$ cat src/rtl/sft_pkg.sv
package sft_pkg;
    localparam int BYTE_W   = 8;
    localparam int NUM_IRQ  = 4;
    localparam int IRQ_DET  = 0;
    localparam int IRQ_SERR = 1;
    localparam int IRQ_REC  = 2;
    localparam int IRQ_STRM = 3;
    localparam int RUN_W    = 2;
    localparam logic [RUN_W-1:0] RUN_RECOVER = RUN_W'(2);

    typedef enum logic [1:0] {
        ST_IDLE   = 2'd0,
        ST_SEARCH = 2'd1,
        ST_VERIFY = 2'd2,
        ST_LOCKED = 2'd3
    } trk_state_e;

    typedef struct packed {
        trk_state_e       state;
        logic [RUN_W-1:0] run;
        logic             lost;
        logic             err_act;
        logic             dec_start;
        logic             buf_rst;
    } trk_regs_t;
endpackage

$ cat src/rtl/sft_sync_match.sv
module sft_sync_match
    import sft_pkg::*;
#(
    parameter int SYNC_W = 12
) (
    input  logic              clk,
    input  logic              rst_n,
    input  logic              clear_i,
    input  logic              valid_i,
    input  logic [BYTE_W-1:0] byte_i,
    input  logic [SYNC_W-1:0] sync_word_i,
    output logic              hit_o
);
    localparam int PAIR_W = 2 * BYTE_W;
    localparam int SHIFT  = PAIR_W - SYNC_W;

    typedef struct packed {
        logic [BYTE_W-1:0] prev;
        logic              have;
    } match_regs_t;

    match_regs_t       m_d, m_q;
    logic [SYNC_W-1:0] window_w;

    always_comb begin
        window_w = SYNC_W'({m_q.prev, byte_i} >> SHIFT);
        hit_o    = valid_i && m_q.have && (window_w == sync_word_i);
        m_d      = m_q;
        if (clear_i) begin
            m_d.prev = '0;
            m_d.have = 1'b0;
        end else if (valid_i) begin
            m_d.prev = byte_i;
            m_d.have = 1'b1;
        end
    end

    always_ff @(posedge clk or negedge rst_n) begin
        if (!rst_n) begin
            m_q <= '0;
        end else begin
            m_q <= m_d;
        end
    end
endmodule

$ cat src/rtl/sft_frame_counter.sv
module sft_frame_counter #(
    parameter int LEN_W = 16
) (
    input  logic             clk,
    input  logic             rst_n,
    input  logic             valid_i,
    input  logic             restart_i,
    input  logic [LEN_W-1:0] frame_len_i,
    output logic             at_expect_o
);
    logic [LEN_W-1:0] cnt_d, cnt_q;
    logic [LEN_W-1:0] cnt_inc;

    always_comb begin
        cnt_inc     = cnt_q + LEN_W'(1);
        at_expect_o = valid_i && (cnt_inc == frame_len_i);
        cnt_d       = cnt_q;
        if (restart_i) begin
            cnt_d = '0;
        end else if (valid_i) begin
            cnt_d = cnt_inc;
        end
    end

    always_ff @(posedge clk or negedge rst_n) begin
        if (!rst_n) begin
            cnt_q <= '0;
        end else begin
            cnt_q <= cnt_d;
        end
    end
endmodule

$ cat src/rtl/sft_irq_ctrl.sv
module sft_irq_ctrl #(
    parameter int N = 4
) (
    input  logic         clk,
    input  logic         rst_n,
    input  logic [N-1:0] set_i,
    input  logic [N-1:0] clear_i,
    input  logic [N-1:0] mask_i,
    output logic [N-1:0] status_o,
    output logic         irq_n_o
);
    logic [N-1:0] stat_d, stat_q;

    always_comb begin
        for (int i = 0; i < N; i++) begin
            stat_d[i] = set_i[i] | (stat_q[i] & ~clear_i[i]);
        end
        status_o = stat_q;
        irq_n_o  = ~|(stat_q & ~mask_i);
    end

    always_ff @(posedge clk or negedge rst_n) begin
        if (!rst_n) begin
            stat_q <= '0;
        end else begin
            stat_q <= stat_d;
        end
    end
endmodule

$ cat src/rtl/sft_sync_tracker.sv
module sft_sync_tracker
    import sft_pkg::*;
#(
    parameter int SYNC_W = 12,
    parameter int LEN_W  = 16
) (
    input  logic               clk,
    input  logic               rst_n,
    input  logic               start_i,
    input  logic               stop_i,
    input  logic               byte_valid_i,
    input  logic [BYTE_W-1:0]  byte_i,
    input  logic [LEN_W-1:0]   frame_len_i,
    input  logic [SYNC_W-1:0]  sync_word_i,
    input  logic               crc_err_i,
    input  logic               illegal_err_i,
    input  logic               mute_en_i,
    input  logic [NUM_IRQ-1:0] irq_mask_i,
    input  logic [NUM_IRQ-1:0] irq_clear_i,
    output logic               dec_start_o,
    output logic               locked_o,
    output logic               mute_o,
    output logic               buf_ptr_rst_o,
    output logic [NUM_IRQ-1:0] irq_status_o,
    output logic               irq_n_o
);
    trk_regs_t          r_d, r_q;
    logic               hit_w;
    logic               at_exp_w;
    logic               match_clr_w;
    logic               cnt_restart_w;
    logic [NUM_IRQ-1:0] set_w;
    logic               stream_err_w;
    logic               running_w;

    sft_sync_match #(.SYNC_W(SYNC_W)) u_match (
        .clk         (clk),
        .rst_n       (rst_n),
        .clear_i     (match_clr_w),
        .valid_i     (byte_valid_i),
        .byte_i      (byte_i),
        .sync_word_i (sync_word_i),
        .hit_o       (hit_w)
    );

    sft_frame_counter #(.LEN_W(LEN_W)) u_count (
        .clk         (clk),
        .rst_n       (rst_n),
        .valid_i     (byte_valid_i),
        .restart_i   (cnt_restart_w),
        .frame_len_i (frame_len_i),
        .at_expect_o (at_exp_w)
    );

    sft_irq_ctrl #(.N(NUM_IRQ)) u_irq (
        .clk      (clk),
        .rst_n    (rst_n),
        .set_i    (set_w),
        .clear_i  (irq_clear_i),
        .mask_i   (irq_mask_i),
        .status_o (irq_status_o),
        .irq_n_o  (irq_n_o)
    );

    always_comb begin
        running_w     = (r_q.state != ST_IDLE);
        stream_err_w  = crc_err_i | illegal_err_i;
        r_d           = r_q;
        r_d.dec_start = 1'b0;
        r_d.buf_rst   = 1'b0;
        set_w         = '0;
        match_clr_w   = 1'b0;
        cnt_restart_w = 1'b0;

        if (stop_i) begin
            r_d.state   = ST_IDLE;
            r_d.buf_rst = 1'b1;
            r_d.run     = '0;
            r_d.lost    = 1'b0;
            r_d.err_act = 1'b0;
            match_clr_w = 1'b1;
        end else if (!running_w) begin
            if (start_i) begin
                r_d.state   = ST_SEARCH;
                match_clr_w = 1'b1;
            end
        end else if (stream_err_w) begin
            set_w[IRQ_STRM] = 1'b1;
            r_d.state       = ST_SEARCH;
            r_d.run         = '0;
            r_d.lost        = 1'b0;
            r_d.err_act     = 1'b1;
            match_clr_w     = 1'b1;
        end else begin
            unique case (r_q.state)
                ST_SEARCH: begin
                    if (hit_w) begin
                        set_w[IRQ_DET] = 1'b1;
                        r_d.dec_start  = 1'b1;
                        cnt_restart_w  = 1'b1;
                        r_d.state      = ST_VERIFY;
                        r_d.run        = RUN_W'(1);
                    end
                end
                ST_VERIFY: begin
                    if (at_exp_w) begin
                        if (hit_w) begin
                            set_w[IRQ_DET] = 1'b1;
                            cnt_restart_w  = 1'b1;
                            r_d.state      = ST_LOCKED;
                            r_d.run        = RUN_W'(2);
                            r_d.err_act    = 1'b0;
                        end else begin
                            r_d.state = ST_SEARCH;
                            r_d.run   = '0;
                        end
                    end
                end
                ST_LOCKED: begin
                    if (at_exp_w) begin
                        if (hit_w) begin
                            set_w[IRQ_DET] = 1'b1;
                            cnt_restart_w  = 1'b1;
                            if (r_q.lost && (r_q.run == RUN_RECOVER)) begin
                                set_w[IRQ_REC] = 1'b1;
                                r_d.lost       = 1'b0;
                            end
                            if (r_q.run != '1) begin
                                r_d.run = r_q.run + RUN_W'(1);
                            end
                        end else begin
                            set_w[IRQ_SERR] = 1'b1;
                            r_d.state       = ST_SEARCH;
                            r_d.run         = '0;
                            r_d.lost        = 1'b1;
                            r_d.err_act     = 1'b1;
                        end
                    end
                end
                default: r_d.state = ST_IDLE;
            endcase
        end

        dec_start_o   = r_q.dec_start;
        buf_ptr_rst_o = r_q.buf_rst;
        locked_o      = (r_q.state == ST_LOCKED);
        mute_o        = mute_en_i & r_q.err_act;
    end

    always_ff @(posedge clk or negedge rst_n) begin
        if (!rst_n) begin
            r_q <= '{state: ST_IDLE, run: '0, lost: 1'b0, err_act: 1'b0,
                     dec_start: 1'b0, buf_rst: 1'b0};
        end else begin
            r_q <= r_d;
        end
    end
endmodule

$ cat config.mk
export PLATFORM = sky130hd
export DESIGN_NAME = sft_sync_tracker
export DESIGN_NICKNAME = d
export VERILOG_FILES = /design/src/rtl/sft_pkg.sv /design/src/rtl/sft_sync_match.sv /design/src/rtl/sft_frame_counter.sv /design/src/rtl/sft_irq_ctrl.sv /design/src/rtl/sft_sync_tracker.sv
export SDC_FILE = /design/constraint.sdc
export NUM_CORES = 1
export LEC_CHECK = 0
export ABC_AREA = 1
export BUFFER_PORTS_ARGS = -buffer_cell sky130_fd_sc_hd__clkbuf_2
export CAP_MARGIN = 30
export CELL_PAD_IN_SITES_DETAIL_PLACEMENT = 0
export CELL_PAD_IN_SITES_GLOBAL_PLACEMENT = 1
export CORE_MARGIN = 5
export CORE_UTILIZATION = 35
export DETAILED_ROUTE_END_ITERATION = 12
export GPL_TIMING_DRIVEN = 0
export PLACE_DENSITY_LB_ADDON = 0.1
export SYNTH_ARGS = -nofsm -noshare
export SYNTH_HDL_FRONTEND = slang
export SYNTH_HIERARCHICAL = 1
export SYNTH_SLANG_ARGS = --single-unit
$ cat constraint.sdc
create_clock -name clk -period 2.75 [get_ports clk]
set_clock_uncertainty 0.05 [all_clocks]
set_input_delay 0.275 -clock clk [delete_from_list [all_inputs] [get_ports clk]]
set_output_delay 0.275 -clock clk [all_outputs]
set_load 0.01 [all_outputs]
==> results by group <==
Floorplanning
  • Chip Width: 98.6 µm
  • Initial core utilization: 35.7%
  • DIE HEIGHT: 98.6 µm
  • # IOs: 61
  • Core area: 0.00769 mm²
  • Die area: 0.00972 mm²
  • Row count: 32

Synth
  • Top cells by area, synth: dfrtp_1 34%, nand2_1 15%, inv_1 8.5%
  • Cell taking the most area after synthesis: dfrtp_1
  • YS warnings: 6
  • Mapped Area: 0.00275 mm²
  • Seq/Total Area, Yosys: 33.7%
  • Synthesized Nets: 452
  • Cell count after synthesis: 397
  • Synth top area share: 33.7%
  • Synth unique cells: 31
  • Flops & latches, synth: 37
  • Syn_area_per_cell: 6.92 µm²

Routing
  • Final ANT Viol Nets: 0
  • Detailed Routing Iterations Pass 1: 4
  • DRC viols: 0
  • Vias: 2582
  • Total Wirelength: 6.93 mm
  • DR WL/cell: 12.1 µm
  • Detailed router's first-iteration violation count: 38
  • Vias/cell: 4.51

Worst setup path
  • Crit path cell chain: ha_2 -> nand3_4 -> nor2_4 -> nand3_1 -> nand2_1 -> nand2_1 -> nand2_1 -> nand2_1 -> nor2_2 -> nand3_2 -> nor2_4 -> inv_2 -> o22ai_4 -> nor2_2 -> inv_2 -> buf_8 -> o22ai_1
  • CP startpoint: u_count/cnt_q[1]
  • Reg2reg end: u_count/cnt_q[15]
  • Crit path required time: 2.87 ns
  • CP top delay family: simple AND/OR/NAND/NOR gates
  • Data arrival, critical path: 2.62 ns
  • Reg2Reg Setup Slack: 0.25 ns
  • Max stage delay on crit path: 0.40 ns
  • RR Startpoint: u_count/cnt_q[1]
  • Critical Path Stages: 17
  • Crit end category: flip-flop
  • R2R depth: 17
  • Crit path max fanout: 10
  • Crit path kind: flip-flop to flip-flop
  • Buf+Inv Stages, Crit Path: 3
  • Crit path launch type: flip-flop
  • Most common cell on crit path: nand2_1
  • Slowest stage cell, crit path: dfrtp_1
  • Worst Setup EP: u_count/cnt_q[15]

Power
  • Worst IR drop on VDD: 0.253 mV
  • Pwr Density: 494 mW/mm²
  • Pleak: 1.77 nW

Timing
  • Max Slew Vio Count: 0
  • Fin. Hold Viols: 0
  • Final Setup Violations: 0
  • RSZ-0062 raised after global routing: false
  • Setup slack after layout: 0.250 ns
  • Least-Margin Pin Slew: 0.489 ns
  • Max transition margin: 67.4%
  • Setup Total Neg Slack: 0 ns
  • Peak Freq: 400 MHz
  • Fin crit period: 2.50 ns
  • Final period utilization: 90.9%

Finish
  • Most common cell after layout, fill and taps aside: nand2_1
  • Nets@finish: 525
  • Synthesis-to-finish area growth: 25.2%
  • Layout cell share with drive strength beyond 1: 28.0%
  • Commonest cells after routing, fill and taps aside: 109 x nand2_1, 60 x clkbuf_2, 59 x inv_1
  • # diodes: 0

Clock tree
  • CTS tree: yes
  • Clk slew on worst S/H paths: 0.08 ns
  • CTS Root Cell: clkbuf_8
  • TritonCTS Buffers: 5
  • Clock network latency to the later pin of the worst-skew pair: 0.30 ns
  • CTS Sinks: 37
  • Htree depth: 2
  • Clock Tree Buf Depth: 2

Flow run
  • Max_cap viols: 0

GRT
  • First-pass GRT wire length: 11.6 mm
  • Pin count of the biggest net entering global routing: 23
  • Vias in the first global route: 2492
  • Initial antenna violation count: 0
  • GRT Total Usage: 14.7%
  • Grt total ovfl: 0

Placed design
  • Half-perimeter wire length after placement: 5.58 mm
  • Place WS: -0.640 ns
  • Input/output buffers: 60
  • RePlAce Congestion: 0.814

Status
  • Status: finished clean

Worst hold path
  • Worst min-delay path class: primary input to flip-flop
## state kept, by name, summed over array words and instances, names as in the netlist
| register | cells |
|---|---|
| buf_ptr_rst_o | 1 |
| dec_start_o | 1 |
| u_match/m_q | 9 |
| u_irq/status_o | 4 |
| r_q | 6 |
| u_count/cnt_q | 16 |
## routing by layer
layer  global-route usage [%]  wire length [µm]
met1                     18.8              3240
met2                     25.4              3280
met3                     3.18               346
met4                     3.15                62
met5                        0                 0
## worst min-delay path by stage
stage / from / endpoint / slack (ns) / depth (start not counted)
after floorplan: rst_n / buf_ptr_rst_o / -0.07 / 0
after global placement: irq_clear_i[1] / u_irq/status_o[1] / 0.41 / 2
after detailed placement: rst_n / u_match/m_q[1] / 0.21 / 1
after CTS: irq_clear_i[3] / u_irq/status_o[3] / 0.09 / 2
after global routing: irq_clear_i[3] / u_irq/status_o[3] / 0.11 / 2
final: irq_clear_i[3] / u_irq/status_o[3] / 0.10 / 2
## worst register-to-register path, stage by stage (launching register included)
cell	delay, ns
dfrtp_1	0.40
ha_2	0.25
nand3_4	0.14
nor2_4	0.14
nand3_1	0.09
nand2_1	0.08
nand2_1	0.07
nand2_1	0.06
nand2_1	0.05
nor2_2	0.16
nand3_2	0.12
nor2_4	0.15
inv_2	0.08
o22ai_4	0.13
nor2_2	0.10
inv_2	0.09
buf_8	0.14
o22ai_1	0.09
## cell type report
class	count	area (µm²)
Clock inverter	1	30.0
Multi-Input combinational cell	285	1590
Tap cell	102	128
Fill cell	847	4250
Buffer	4	48.8
Clock buffer	7	86.3
Timing Repair Buffer	66	368
Inverter	71	268
Sequential cell	37	926
## power by group
group | internal, mW | switching, mW
registers | 0.613 | 0.0799
logic | 0.217 | 0.283
clock network | 0.296 | 0.209
total | 1.13 | 0.572
## per-stage QoR
| step | instances | utilization [%] | cell area, µm² | hold WS [ns] | power, mW |
|---|---|---|---|---|---|
| floorplan | 397 | - | 2750 | -0.0706 | 1.02 |
| global placement | 559 | 41.3 | 3170 | 0.408 | 1.16 |
| detailed placement | 560 | 41.7 | 3200 | 0.210 | 1.18 |
| CTS | 570 | 44.0 | 3380 | 0.0880 | 1.71 |
| global route | 573 | 44.7 | 3440 | 0.106 | 1.82 |
| finish | 573 | 44.7 | 3440 | 0.104 | 1.70 |
## Yosys cell counts
library cell	n
nand3_1	36
nor2_2	7
nor2_4	7
clkinv_1	2
nand4_1	3
inv_1	62
o21ai_2	3
a21oi_1	6
buf_6	1
nand3b_1	5
o21bai_1	4
nand2_4	4
o22ai_1	16
nand2_2	13
o21ai_0	17
nor3_1	1
ha_1	3
a21oi_2	1
and2_1	1
clkinv_2	1
xor2_1	5
nor2_1	35
nor2_8	1
inv_2	6
nand3_2	1
xnor2_1	3
buf_4	1
clkbuf_1	2
nand2_1	110
dfrtp_1	37
xnor3_1	3
## what timing repair did
item / in CTS / in global routing
endpoints found under the setup margin: 16 / 21
pin swaps: 0 / 2
endpoints found under the hold margin: 15 / 0
hold buffers: 1 / 0
buffers inserted: 1 / 3
resized for setup: 14 / 12
## cell families (layout without fill, tap and decap cells)
kind of cell | count (synthesis) | count (layout) | share of synthesized area (%)
simple gates | 224 | 224 | 39.0
buf+inv | 75 | 149 | 10.7
compound gates | 47 | 47 | 10.2
flops | 37 | 37 | 33.7
xor+xnor | 11 | 11 | 5.01
fa+ha+maj | 3 | 3 | 1.37
No activity file was read; power rests on OpenSTA's default activity.
